<file path="src/rtl/ring_pkg.sv">
package ring_pkg;
    parameter int RING_DW = 16;
    parameter int RING_TW = 14;
    parameter int RING_AW = 3;

    typedef enum logic [1:0] {RS_IDLE, RS_ACT, RS_OFF, RS_DRAIN} ring_state_e;
    typedef enum logic [1:0] {TP_RISE, TP_HIGH, TP_FALL, TP_LOW} trap_phase_e;

    typedef struct packed {
        logic signed [RING_DW-1:0] coef;
        logic signed [RING_DW-1:0] amp;
        logic signed [RING_DW-1:0] offset;
        logic signed [RING_DW-1:0] slope;
        logic [RING_TW-1:0]        hold;
        logic [RING_TW-1:0]        on_ticks;
        logic [RING_TW-1:0]        off_ticks;
        logic                      trap;
    } ring_cfg_t;
endpackage

</file>
<file path="src/rtl/ring_cfg_regs.sv">
module ring_cfg_regs
    import ring_pkg::*;
#(
    parameter int AW = RING_AW,
    parameter int DW = RING_DW,
    parameter int TW = RING_TW
) (
    input  logic          clk,
    input  logic          rst_n,
    input  logic          we,
    input  logic [AW-1:0] addr,
    input  logic [DW-1:0] wdata,
    output ring_cfg_t     cfg
);
    always_ff @(posedge clk or negedge rst_n) begin
        if (!rst_n) begin
            cfg <= '0;
        end else if (we) begin
            unique case (addr)
                3'd0: cfg.coef      <= wdata;
                3'd1: cfg.amp       <= wdata;
                3'd2: cfg.offset    <= wdata;
                3'd3: cfg.slope     <= wdata;
                3'd4: cfg.hold      <= wdata[TW-1:0];
                3'd5: cfg.on_ticks  <= wdata[TW-1:0];
                3'd6: cfg.off_ticks <= wdata[TW-1:0];
                3'd7: cfg.trap      <= wdata[0];
                default: ;
            endcase
        end
    end
endmodule

</file>
<file path="src/rtl/ring_sine_osc.sv">
module ring_sine_osc #(
    parameter int DW   = 16,
    parameter int FRAC = 14
) (
    input  logic                 clk,
    input  logic                 rst_n,
    input  logic                 step,
    input  logic                 restart,
    input  logic signed [DW-1:0] coef,
    input  logic signed [DW-1:0] amp,
    output logic signed [DW-1:0] w_q,
    output logic signed [DW-1:0] w_nxt
);
    logic signed [DW-1:0]   wp_q;
    logic signed [2*DW-1:0] prod;
    logic signed [2*DW:0]   acc;
    logic [DW+1:0]          hi;

    always_comb begin
        prod = coef * w_q;
        acc  = (prod >>> FRAC) - wp_q;
        hi   = acc[2*DW:DW-1];
        if ((&hi) || ~(|hi)) begin
            w_nxt = acc[DW-1:0];
        end else if (acc[2*DW]) begin
            w_nxt = {1'b1, {(DW-1){1'b0}}};
        end else begin
            w_nxt = {1'b0, {(DW-1){1'b1}}};
        end
    end

    always_ff @(posedge clk or negedge rst_n) begin
        if (!rst_n) begin
            w_q  <= '0;
            wp_q <= '0;
        end else if (restart) begin
            w_q  <= '0;
            wp_q <= -amp;
        end else if (step) begin
            wp_q <= w_q;
            w_q  <= w_nxt;
        end
    end

    a_r3_restart_zero: assert property (@(posedge clk) disable iff (!rst_n)
        restart |=> (w_q == '0));
endmodule

</file>
<file path="src/rtl/ring_trap_gen.sv">
module ring_trap_gen
    import ring_pkg::*;
#(
    parameter int DW = RING_DW,
    parameter int TW = RING_TW
) (
    input  logic                 clk,
    input  logic                 rst_n,
    input  logic                 step,
    input  logic                 restart,
    input  logic signed [DW-1:0] amp,
    input  logic signed [DW-1:0] slope,
    input  logic [TW-1:0]        hold,
    output logic signed [DW-1:0] w_q,
    output logic signed [DW-1:0] w_nxt
);
    trap_phase_e          ph_q, ph_nxt;
    logic [TW-1:0]        hc_q, hc_nxt;
    logic signed [DW:0]   up, dn, ampx;

    always_comb begin
        ampx   = {amp[DW-1], amp};
        up     = {w_q[DW-1], w_q} + {slope[DW-1], slope};
        dn     = {w_q[DW-1], w_q} - {slope[DW-1], slope};
        w_nxt  = w_q;
        ph_nxt = ph_q;
        hc_nxt = hc_q;
        unique case (ph_q)
            TP_RISE: begin
                if (up >= ampx) begin
                    w_nxt = amp; ph_nxt = TP_HIGH; hc_nxt = hold;
                end else begin
                    w_nxt = up[DW-1:0];
                end
            end
            TP_HIGH: begin
                if (hc_q != '0) begin
                    hc_nxt = hc_q - 1'b1;
                end else if (dn <= -ampx) begin
                    w_nxt = -amp; ph_nxt = TP_LOW; hc_nxt = hold;
                end else begin
                    w_nxt = dn[DW-1:0]; ph_nxt = TP_FALL;
                end
            end
            TP_FALL: begin
                if (dn <= -ampx) begin
                    w_nxt = -amp; ph_nxt = TP_LOW; hc_nxt = hold;
                end else begin
                    w_nxt = dn[DW-1:0];
                end
            end
            TP_LOW: begin
                if (hc_q != '0) begin
                    hc_nxt = hc_q - 1'b1;
                end else if (up >= ampx) begin
                    w_nxt = amp; ph_nxt = TP_HIGH; hc_nxt = hold;
                end else begin
                    w_nxt = up[DW-1:0]; ph_nxt = TP_RISE;
                end
            end
            default: ;
        endcase
    end

    always_ff @(posedge clk or negedge rst_n) begin
        if (!rst_n) begin
            w_q  <= '0;
            ph_q <= TP_RISE;
            hc_q <= '0;
        end else if (restart) begin
            w_q  <= '0;
            ph_q <= TP_RISE;
            hc_q <= '0;
        end else if (step) begin
            w_q  <= w_nxt;
            ph_q <= ph_nxt;
            hc_q <= hc_nxt;
        end
    end

    a_r4_peak_reaches_amp: assert property (@(posedge clk) disable iff (!rst_n)
        (ph_q == TP_HIGH && $past(ph_q) == TP_RISE && $past(step) && !$past(restart))
            |-> (w_q == $past(amp)));
endmodule

</file>
<file path="src/rtl/ring_cadence_gen.sv">
module ring_cadence_gen
    import ring_pkg::*;
#(
    parameter int DW   = RING_DW,
    parameter int TW   = RING_TW,
    parameter int AW   = RING_AW,
    parameter int FRAC = 14
) (
    input  logic          clk,
    input  logic          rst_n,
    input  logic          cfg_we,
    input  logic [AW-1:0] cfg_addr,
    input  logic [DW-1:0] cfg_wdata,
    input  logic          tick_1k,
    input  logic          ring_en,
    input  logic          tone2_en,
    output logic [DW-1:0] sample_out,
    output logic          ring_active,
    output logic          conflict,
    output logic          irq_on,
    output logic          irq_off
);
    ring_cfg_t            cfg;
    ring_state_e          st_q, st_nxt;
    logic [TW-1:0]        cnt_q, cnt_nxt;
    logic                 req, ringing, restart, step, xing;
    logic                 fire_on, fire_off;
    logic signed [DW-1:0] sw, sw_nxt, tw, tw_nxt, w_sel, w_nxt_sel;
    logic signed [DW:0]   sum;

    ring_cfg_regs #(.AW(AW), .DW(DW), .TW(TW)) u_regs (
        .clk(clk), .rst_n(rst_n), .we(cfg_we), .addr(cfg_addr),
        .wdata(cfg_wdata), .cfg(cfg)
    );

    ring_sine_osc #(.DW(DW), .FRAC(FRAC)) u_sine (
        .clk(clk), .rst_n(rst_n), .step(step), .restart(restart),
        .coef(cfg.coef), .amp(cfg.amp), .w_q(sw), .w_nxt(sw_nxt)
    );

    ring_trap_gen #(.DW(DW), .TW(TW)) u_trap (
        .clk(clk), .rst_n(rst_n), .step(step), .restart(restart),
        .amp(cfg.amp), .slope(cfg.slope), .hold(cfg.hold),
        .w_q(tw), .w_nxt(tw_nxt)
    );

    assign req       = ring_en & ~tone2_en;
    assign ringing   = (st_q == RS_ACT) || (st_q == RS_DRAIN);
    assign w_sel     = cfg.trap ? tw : sw;
    assign w_nxt_sel = cfg.trap ? tw_nxt : sw_nxt;
    assign xing      = (w_nxt_sel[DW-1] != w_sel[DW-1]) || (w_nxt_sel == '0);
    assign step      = tick_1k && ringing && !restart;

    // next-state process
    always_comb begin
        st_nxt   = st_q;
        cnt_nxt  = cnt_q;
        restart  = 1'b0;
        fire_on  = 1'b0;
        fire_off = 1'b0;
        if (tick_1k) begin
            unique case (st_q)
                RS_IDLE: begin
                    if (req) begin
                        st_nxt = RS_ACT; cnt_nxt = cfg.on_ticks;
                        restart = 1'b1; fire_on = 1'b1;
                    end
                end
                RS_ACT: begin
                    if (!req) begin
                        st_nxt = RS_DRAIN;
                    end else if (cfg.on_ticks != '0) begin
                        if (cnt_q <= TW'(1)) begin
                            st_nxt = RS_OFF; cnt_nxt = cfg.off_ticks;
                            fire_off = 1'b1;
                        end else begin
                            cnt_nxt = cnt_q - 1'b1;
                        end
                    end
                end
                RS_OFF: begin
                    if (!req) begin
                        st_nxt = RS_IDLE;
                    end else if (cnt_q <= TW'(1)) begin
                        st_nxt = RS_ACT; cnt_nxt = cfg.on_ticks;
                        restart = 1'b1; fire_on = 1'b1;
                    end else begin
                        cnt_nxt = cnt_q - 1'b1;
                    end
                end
                RS_DRAIN: begin
                    if (xing) st_nxt = RS_IDLE;
                end
                default: st_nxt = RS_IDLE;
            endcase
        end
    end

    // state register
    always_ff @(posedge clk or negedge rst_n) begin
        if (!rst_n) begin
            st_q  <= RS_IDLE;
            cnt_q <= '0;
        end else begin
            st_q  <= st_nxt;
            cnt_q <= cnt_nxt;
        end
    end

    // registered status outputs
    always_ff @(posedge clk or negedge rst_n) begin
        if (!rst_n) begin
            irq_on   <= 1'b0;
            irq_off  <= 1'b0;
            conflict <= 1'b0;
        end else begin
            irq_on   <= fire_on;
            irq_off  <= fire_off;
            conflict <= ring_en & tone2_en;
        end
    end

    always_comb begin
        sum = {cfg.offset[DW-1], cfg.offset} + {w_sel[DW-1], w_sel};
        if (!ringing) begin
            sample_out = cfg.offset;
        end else if (sum[DW] != sum[DW-1]) begin
            sample_out = sum[DW] ? {1'b1, {(DW-1){1'b0}}} : {1'b0, {(DW-1){1'b1}}};
        end else begin
            sample_out = sum[DW-1:0];
        end
    end

    assign ring_active = ringing;

    a_r2_state_on_tick: assert property (@(posedge clk) disable iff (!rst_n)
        (st_q != $past(st_q)) |-> $past(tick_1k));
    a_r6_irq_on_in_active: assert property (@(posedge clk) disable iff (!rst_n)
        irq_on |-> (st_q == RS_ACT));
    a_r7_irq_exclusive: assert property (@(posedge clk) disable iff (!rst_n)
        !(irq_on && irq_off));
    a_r11_no_start_on_conflict: assert property (@(posedge clk) disable iff (!rst_n)
        $rose(ring_active) |-> !conflict);
    a_r10_drain_exit: assert property (@(posedge clk) disable iff (!rst_n)
        (st_q == RS_DRAIN) |=> (st_q == RS_DRAIN || st_q == RS_IDLE));
endmodule

</file>
<file path="config.mk">
export PLATFORM = sky130hd
export DESIGN_NAME = ring_cadence_gen
export DESIGN_NICKNAME = d
export VERILOG_FILES = /design/src/rtl/ring_pkg.sv /design/src/rtl/ring_cfg_regs.sv /design/src/rtl/ring_sine_osc.sv /design/src/rtl/ring_trap_gen.sv /design/src/rtl/ring_cadence_gen.sv
export SDC_FILE = /design/constraint.sdc
export NUM_CORES = 1
export LEC_CHECK = 0
export BUFFER_PORTS_ARGS = -buffer_cell sky130_fd_sc_hd__buf_4
export CORE_UTILIZATION = 30
export CTS_CLUSTER_DIAMETER = 120
export DETAILED_ROUTE_END_ITERATION = 7
export SLEW_MARGIN = 30
export SYNTH_ARGS = -nofsm -noshare
export SYNTH_HDL_FRONTEND = slang
export SYNTH_HIERARCHICAL = 1
export SYNTH_SLANG_ARGS = --single-unit
</file>
<file path="constraint.sdc">
create_clock -name clk -period 9.6 [get_ports clk]
set_clock_uncertainty 0.15 [all_clocks]
set_input_delay 1.92 -clock clk [delete_from_list [all_inputs] [get_ports clk]]
set_output_delay 1.92 -clock clk [all_outputs]
set_load 0.01 [all_outputs]
</file>
# Yosys cells after proc, flatten, opt, wreduce, memory -nomap -nowiden
# Cells that the tools add are included.
# op_classes
add_sub_neg	8
n_mul	1
order_cmp	3
eq_ne	27
muxes	58
n_bitwise	4
reduce_logical	27
# op_table
op	count
$mux 16	17
$mux 14	12
$pmux 16 s4	1
$pmux 14 s4	1
$pmux 14 s3	1
$add 16x16->17	2
$mul 16x16->32	1
$reduce_bool 14->1	2
$sub 14x1->14 const B	2
$mux 2	13
$sub 18x16->19	1
$reduce_and 18->1	1
$reduce_or 18->1	1
$ge 17x16->1	1
$le 17x17->1	1
$neg 16->17	1
$sub 16x16->17	1
$logic_not 16->1	1
$neg 16->16	1
$pmux 2 s4	2
$reduce_and 2->1	8
$le 14x1->1 const B	1
$eq 3x3->1 const B	4
$ne 3x2->1 const B	4
other kinds (21)	48
# word_totals
reg_bits	190
in_bits	25
out_inout_bits	20
wordCells	146

# Longest topological paths before layout
# Gate-level depths: netlist (run 1).
# logic_depth
ltp_word	11
mapped_depth	41
mapped_depth_nobuf	39

# Cells and area by module
# The synthesis (run 1) kept the hierarchy.
# modules_own_cells
module	n_inst	cells_per_inst	area_each_um2	seq_area_each_um2
ring_sine_osc	1	1373	12186.7	800.8
ring_trap_gen	1	796	5896.9	800.8
ring_cfg_regs	1	234	4206.5	2677.6
ring_cadence_gen	1	388	2900.3	475.5

# Least setup slack after synthesis (run 1)
# OpenSTA, ideal clock, no wires.
# synth_path
kind	register to register
start	reg u_sine.w_q[9]
end	reg st_q[0]
setup_ns	0.065
arrival_ns	8.896
required_ns	9.385
setup_slack_ns	0.489
stages_incl_launch_ff	41
path_buffers	3
period_less_slack_ns	9.111
cell_sequence	dfrtp_1 > clkbuf_1 > clkbuf_1 > nand2_1 > fa_1 > inv_1 > fa_1 > inv_1 > fa_1 > inv_1 > fa_1 > fa_1 > inv_1 > fa_1 > inv_1 > ha_1 > a21oi_1 > o211ai_1 > (+5 left out) > a21oi_1 > xnor2_1 > ha_1 > a21o_1 > a221oi_2 > a21bo_2 > a21oi_1 > o21ai_1 > a32o_1 > buf_4 > nand2_1 > nand2_1 > nor4_1 > nand4_1 > o2111ai_1 > o211ai_1 > a31oi_1 > o22a_1
# synth_between
elab_chain_len	11
elab_cells_between_ends	14
classes_between	add/sub: 1; mul: 1; eq/ne: 2; mux: 3; bitwise: 1; reduce/logical: 6
# synth_rtl
element	line	text
start: declaration	ring_sine_osc.sv:11	output logic signed [DW-1:0] w_q,
start signal: assignment	ring_sine_osc.sv:41	w_q <= w_nxt;
$mul 16x16->32 (*)	ring_sine_osc.sv:20	prod = coef * w_q;
$sub 18x16->19 (*)	ring_sine_osc.sv:21	acc = (prod >>> FRAC) - wp_q;
$reduce_or 18->1	ring_sine_osc.sv:23	if ((&hi) || ~(|hi)) begin
$not 1->1	ring_sine_osc.sv:23	
$logic_or 1x1->1	ring_sine_osc.sv:23	
$mux 16 (*)	ring_sine_osc.sv:23	
net sw_nxt[10]	ring_cadence_gen.sv:28	logic signed [DW-1:0] sw, sw_nxt, tw, tw_nxt, w_sel, w_nxt_sel;
$mux 16 (*)	ring_cadence_gen.sv:50	assign w_nxt_sel = cfg.trap ? tw_nxt : sw_nxt;
$logic_not 16->1 (*)	ring_cadence_gen.sv:51	assign xing = (w_nxt_sel[DW-1] != w_sel[DW-1]) || (w_nxt_sel == '0);
$logic_or 1x1->1 (*)	ring_cadence_gen.sv:51	
$ne 2x2->1 (no source line) (*)	n/a	
$reduce_and 6->1 (no source line) (*)	n/a	
end signal: assignment	ring_cadence_gen.sv:105	st_q <= st_nxt;
end: declaration	ring_cadence_gen.sv:24	ring_state_e st_q, st_nxt;
# The timed path passes the listed nets; every way through them passes the cells marked *.
# A chain may end at the register's enable or synchronous reset.

# Worst setup path after layout (run 1)
# layout_path
start	reg u_sine.w_q[6]
end	reg st_q[0]
# Same word-level chain as after synthesis.

==> results of run 1 <==
==> critical path: cells and delay by family, from the launching register on <==
| kind | cells | cell delay, ns |
|---|---|---|
| adders and majority gates | 8 | 3.56 |
| AOI/OAI and AO/OA | 15 | 3.42 |
| and+or+nand+nor | 5 | 0.81 |
| buffers and inverters | 6 | 0.61 |
| DFF | 1 | 0.44 |
| xor gates and xnor gates | 2 | 0.28 |
==> flip-flops by register name, indices dropped and copies added (netlist names) <==
name / flops
u_sine/wp_q: 16
st_q: 2
irq_off: 1
irq_on: 1
u_trap/w_q: 16
u_trap/hc_q: 14
u_regs/cfg: 107
conflict: 1
cnt_q: 14
u_sine/w_q: 16
u_trap/ph_q: 2
==> cell type report <==
type / instances / area (sq um)
fillers: 8459 / 54500
multi-input cells: 2036 / 18500
flip-flops and latches: 190 / 4780
inverters: 429 / 1620
well taps: 1070 / 1340
repair buffers: 160 / 1280
clock buffers: 17 / 425
clock inverters: 15 / 233
diodes: 1 / 2.50
==> cells by family after synthesis <==
kind of cell             after synthesis
AND/OR/NAND/NOR                      771
XOR/XNOR                             118
adder cells (fa/ha/maj)              464
flip-flops                           190
AO/OA/AOI/OAI                        529
multiplexers                         153
buffers and inverters                566
==> timing repair <==
item,in CTS,in global routing
setup buffers,0,33
gates cloned,0,3
gates resized for setup,2,82
endpoints found under the setup margin,2,2
pin swaps,0,49
==> worst paths after layout <==
path / start / to / cells past startpoint
setup / recovery: u_sine/w_q[6] / st_q[0] / 36
hold / removal: u_regs/cfg[11] / u_regs/cfg[11] / 1
setup reg to reg: u_sine/w_q[6] / st_q[0] / 36
hold reg to reg: u_regs/cfg[11] / u_regs/cfg[11] / 1
max in group asynchronous: rst_n / u_trap/w_q[9] / 2
min in group asynchronous: rst_n / u_regs/cfg[23] / 1
==> cell usage in the layout (no fill, tap or decap), types with 11 or more instances in the layout <==
| cell type | count |
|---|---|
| a21o_1 | 34 |
| a22oi_1 | 12 |
| ha_1 | 184 |
| nor4_1 | 19 |
| xnor2_1 | 80 |
| a211oi_1 | 18 |
| nand3_1 | 32 |
| o21a_1 | 27 |
| buf_4 | 152 |
| a21oi_1 | 123 |
| a221o_1 | 12 |
| a31oi_1 | 13 |
| dfrtp_1 | 173 |
| nor2_1 | 161 |
| mux2_2 | 96 |
| nand4_1 | 18 |
| fa_1 | 259 |
| nand2b_1 | 25 |
| nor3_1 | 39 |
| inv_1 | 423 |
| nand2_1 | 267 |
| a211oi_2 | 11 |
| mux2i_1 | 27 |
| mux2_4 | 30 |
| xor2_1 | 34 |
| and2_1 | 127 |
| clkbuf_16 | 19 |
| o21ai_0 | 91 |
| a22o_1 | 11 |
| dfrtp_2 | 17 |
| o211ai_1 | 17 |
| o21ai_1 | 15 |
==> routing by layer <==
layer  GRT usage  vias up  share of wire
met4      0.0433        0          0.020
li1            -     9365              -
met1       0.243    10200           0.47
met2       0.270      651           0.46
met5           0        -              0
met3      0.0186       81          0.054
==> per-stage QoR <==
stage	setup WS, ns	setup TNS [ns]	utilization	std cells
6_report	0.256	0	0.341	3918
5_1_grt	-0.143	-0.248	0.341	3917
4_1_cts	0.0556	0	0.333	3882
3_5_place_dp	-0.182	-0.353	0.325	3850
3_3_place_gp	-0.0289	-0.0289	0.324	3849
2_1_floorplan	0.489	0	-	2791
==> flow_summary.json, run 1 <==
{
  "status": "finished, final reports clean",
  "yosysTopAreaCell": "fa_1",
  "fin_area_sq_mm": 0.0282,
  "synth_top_family_by_area": "adder cells",
  "synthArstFlopShare": 1.00,
  "worst_path_max_delay_cell": "fa_1",
  "place_congestion": 0.909,
  "final-setup-viol-count": 0,
  "synthTopCellsByCount": "inv_1, nand2_1, fa_1, ha_1, dfrtp_1",
  "clk_pin_slew_ns": 0.09,
  "grt_pass1_vias": 19977,
  "cts_hold_buf": 0,
  "hold_class": "reg -> reg",
  "grt_max_degree": 92,
  "nNetsFinal": 3317,
  "max_stage_delay_ns": 0.53,
  "ys_warn_count": 6,
  "dieArea_sq_mm": 0.0851,
  "core-area_sq_mm": 0.0826,
  "cts_buffers": 17,
  "io_pins": 45,
  "h-tree-depth": 4,
  "synth_edf_count": 0,
  "synthTopCellsByArea": "fa_1, dfrtp_1, ha_1",
  "die_y_um": 292,
  "netlist_area_sq_mm": 0.0252,
  "crit_required_ns": 9.86,
  "fin_hold_ws_ns": 0.357,
  "arrival_ns": 9.60,
  "yosysTopAreaCellShare": 0.211,
  "startpoint_type": "flip-flop",
  "ys_seq_elements": 190,
  "synth_simple_gate_area_frac": 0.151,
  "vias": 20297,
  "num_rows": 105,
  "synthFlopType": "dfrtp_1",
  "cap_violations": 0,
  "cts_tree": "done",
  "antenna_found_initial": 1,
  "start_util": 0.305,
  "ys_types": 110,
  "gr-usage-all-layers": 0.169,
  "synth.most_common_cell": "inv_1",
  "ant_nets": 0,
  "first_pass_iters": 6,
  "post-route-min-period_ns": 9.34,
  "cp_max_fo": 5,
  "drive_gt1_frac": 0.156,
  "area_growth_pct": 11.8,
  "synthMuxAreaShare": 0.0715,
  "crit_top_cell": "fa_1",
  "finalMaxSlewViolations": 0,
  "drt_iter0_markers": 1692,
  "syn_nets": 3274,
  "synth_xor_area_frac": 0.0410,
  "place_hpwl_um": 55500,
  "seq_area_frac_synth": 0.189,
  "period_share": 0.973,
  "port_buffers": 44,
  "rsz0062_at_grt": "yes",
  "hold_viol_final": 0,
  "clk_latency_ns": 0.46,
  "via_per_inst": 5.18,
  "relSlewSlack": 0.314,
  "synth.avg_cell_area_sq_um": 9.03,
  "crit_type": "reg -> reg",
  "clockBufferDepth": 2,
  "wl_per_cell_um": 18.6,
  "die_w_um": 292,
  "drc_errors": 0,
  "tightestPinTransition_ns": 1.02,
  "placed_area_sq_mm": 0.0268,
  "netlist_instances": 2791,
  "cp-end-kind": "flip-flop",
  "fmax_ghz": 0.107,
  "grt-ovfl-total": 0,
  "root_buffer": "clkbuf_16",
  "grt_pass1_wl_um": 114000,
  "routed_wl_um": 72900,
  "synth_compound_area_frac": 0.146,
  "clock-sinks": 190,
  "synth-adder-area-share": 0.309,
  "ff2ff_setup_slack_ns": 0.26
}
Power of run 1 is left out: the tool's default activity adds up to more than one toggle a clock period on the data nets, which glitch-free logic cannot reach.
==> run 2, diff against run 1 <==
--- a/config.mk
+++ b/config.mk
@@ -9,4 +9,5 @@
 export CORE_UTILIZATION = 30
 export CTS_CLUSTER_DIAMETER = 120
+export CTS_CLUSTER_SIZE = 40
 export DETAILED_ROUTE_END_ITERATION = 7
 export SLEW_MARGIN = 30
==> constraint.sdc (replaced) <==
create_clock -name clk -period 9.6 [get_ports clk]
set_clock_uncertainty 0.15 [all_clocks]
set_input_delay 1.44 -clock clk [delete_from_list [all_inputs] [get_ports clk]]
set_output_delay 1.44 -clock clk [all_outputs]
set_load 0.01 [all_outputs]
==> flow_summary.json, run 2 (same netlist as run 1, synthesis figures left out) <==
{
  "core-area_sq_mm": 0.0826,
  "antenna_found_initial": 2,
  "drive_gt1_frac": 0.149,
  "area_growth_pct": 10.9,
  "finalMaxSlewViolations": 0,
  "status": "finished, final reports clean",
  "port_buffers": 44,
  "clock-sinks": 190,
  "grt_pass1_vias": 19827,
  "fin_area_sq_mm": 0.0279,
  "h-tree-depth": 4,
  "cts_tree": "done",
  "root_buffer": "clkbuf_16",
  "final-setup-viol-count": 0,
  "whs_path_depth": 1,
  "nNetsFinal": 3311,
  "grt_pass1_wl_um": 114000,
  "ff2ff_setup_slack_ns": 0.21,
  "whs_endpoint": "u_regs/cfg[12]",
  "fin_hold_ws_ns": 0.357,
  "top_register": "u_regs/cfg",
  "ant_nets": 0,
  "placed_area_sq_mm": 0.0268,
  "wl_per_cell_um": 18.5,
  "clk_pin_slew_ns": 0.08,
  "rr_worst_depth": 41,
  "hold_class": "reg -> reg",
  "crit_type": "reg -> reg",
  "hold_start": "u_regs/cfg[12]",
  "worst_path_max_delay_cell": "fa_1",
  "cts_buffers": 17,
  "cp_max_fo": 8,
  "dp_slack_ns": -0.196,
  "crit_top_cell": "fa_1",
  "hold_viol_final": 0,
  "period_share": 0.979,
  "cp-end-kind": "flip-flop",
  "fmax_ghz": 0.106,
  "r2r_end": "st_q[0]",
  "num_rows": 105,
  "final_cell_mix": "inv_1, nand2_1, fa_1",
  "final_common_cell": "inv_1",
  "largest_reg_flops": 107,
  "max_stage_delay_ns": 0.60,
  "drc_errors": 0,
  "gr-usage-all-layers": 0.168,
  "grt_max_degree": 92,
  "io_pins": 45,
  "place_congestion": 0.909,
  "clockBufferDepth": 2,
  "start_util": 0.305,
  "timing.rr.start": "u_regs/cfg[96]",
  "die_w_um": 292,
  "startpoint_type": "flip-flop",
  "clk_latency_ns": 0.45,
  "drt_iter0_markers": 1493,
  "dieArea_sq_mm": 0.0851,
  "place_hpwl_um": 55300,
  "routed_wl_um": 72200,
  "die_y_um": 292,
  "via_per_inst": 5.15,
  "worst_slack_ns": 0.206,
  "relSlewSlack": 0.329,
  "first_pass_iters": 5,
  "rsz0062_at_grt": "yes",
  "grt-ovfl-total": 0,
  "arrival_ns": 9.64,
  "cap_violations": 0,
  "critPathTopFamily": "adder cells",
  "tightestPinTransition_ns": 1.00,
  "vias": 20143,
  "crit_required_ns": 9.84,
  "cp.buffers_inverters": 8,
  "post-route-min-period_ns": 9.39
}
==> run 2: what timing repair did <==
action                     in CTS  in global routing
setup endpoints to repair       2                  2
gates resized for setup         2                 61
buffers inserted                0                 26
pin swaps                       0                 36
hold buffers                    0                  0
cloned                          0                  3
==> run 2: worst max path at each step <==
stage / end / depth (start not counted) / from
floorplan: st_q[0] / 40 / u_sine/w_q[9]
global placement: st_q[0] / 38 / u_sine/w_q[6]
detailed placement: st_q[0] / 38 / u_sine/w_q[6]
CTS: st_q[0] / 38 / u_sine/w_q[6]
global route: st_q[0] / 41 / u_sine/w_q[6]
finish: st_q[0] / 41 / u_regs/cfg[96]
==> run 2: layer usage <==
| layer | global-route usage | part of all wire | vias to the layer above |
|---|---|---|---|
| met3 | 0.0167 | 0.060 | 78 |
| met5 | 0 | 0 | - |
| met2 | 0.267 | 0.45 | 663 |
| met4 | 0.0420 | 0.022 | 0 |
| met1 | 0.244 | 0.46 | 10039 |
| li1 | - | - | 9363 |
==> run 2: per-stage QoR <==
step	cells	setup TNS, ns	utilization
CTS	3881	0	0.332
floorplan	2791	0	-
global placement	3848	-0.0323	0.324
global route	3911	-0.351	0.338
finish	3913	0	0.338
detailed placement	3849	-0.351	0.324
==> run 2: worst register-to-register path: cells and delay by family, from the launching register on <==
kind | cells | cell delay [ns]
buffers and inverters | 8 | 0.80
AOI/OAI and AO/OA | 16 | 2.88
DFF | 1 | 0.40
xor gates and xnor gates | 2 | 0.23
and+or+nand+nor | 7 | 1.06
adders and majority gates | 8 | 3.79
==> run 2: layout make-up <==
type	instances	area (sq um)
sequential	190	4780
clock inverter	14	163
timing repair buffer	154	1240
inverter	429	1620
tap	1070	1340
fill	8426	54700
multi-input combinational	2036	18300
clock buffer	18	439
antenna	2	5.00
Power of run 2 is left out for the same reason.
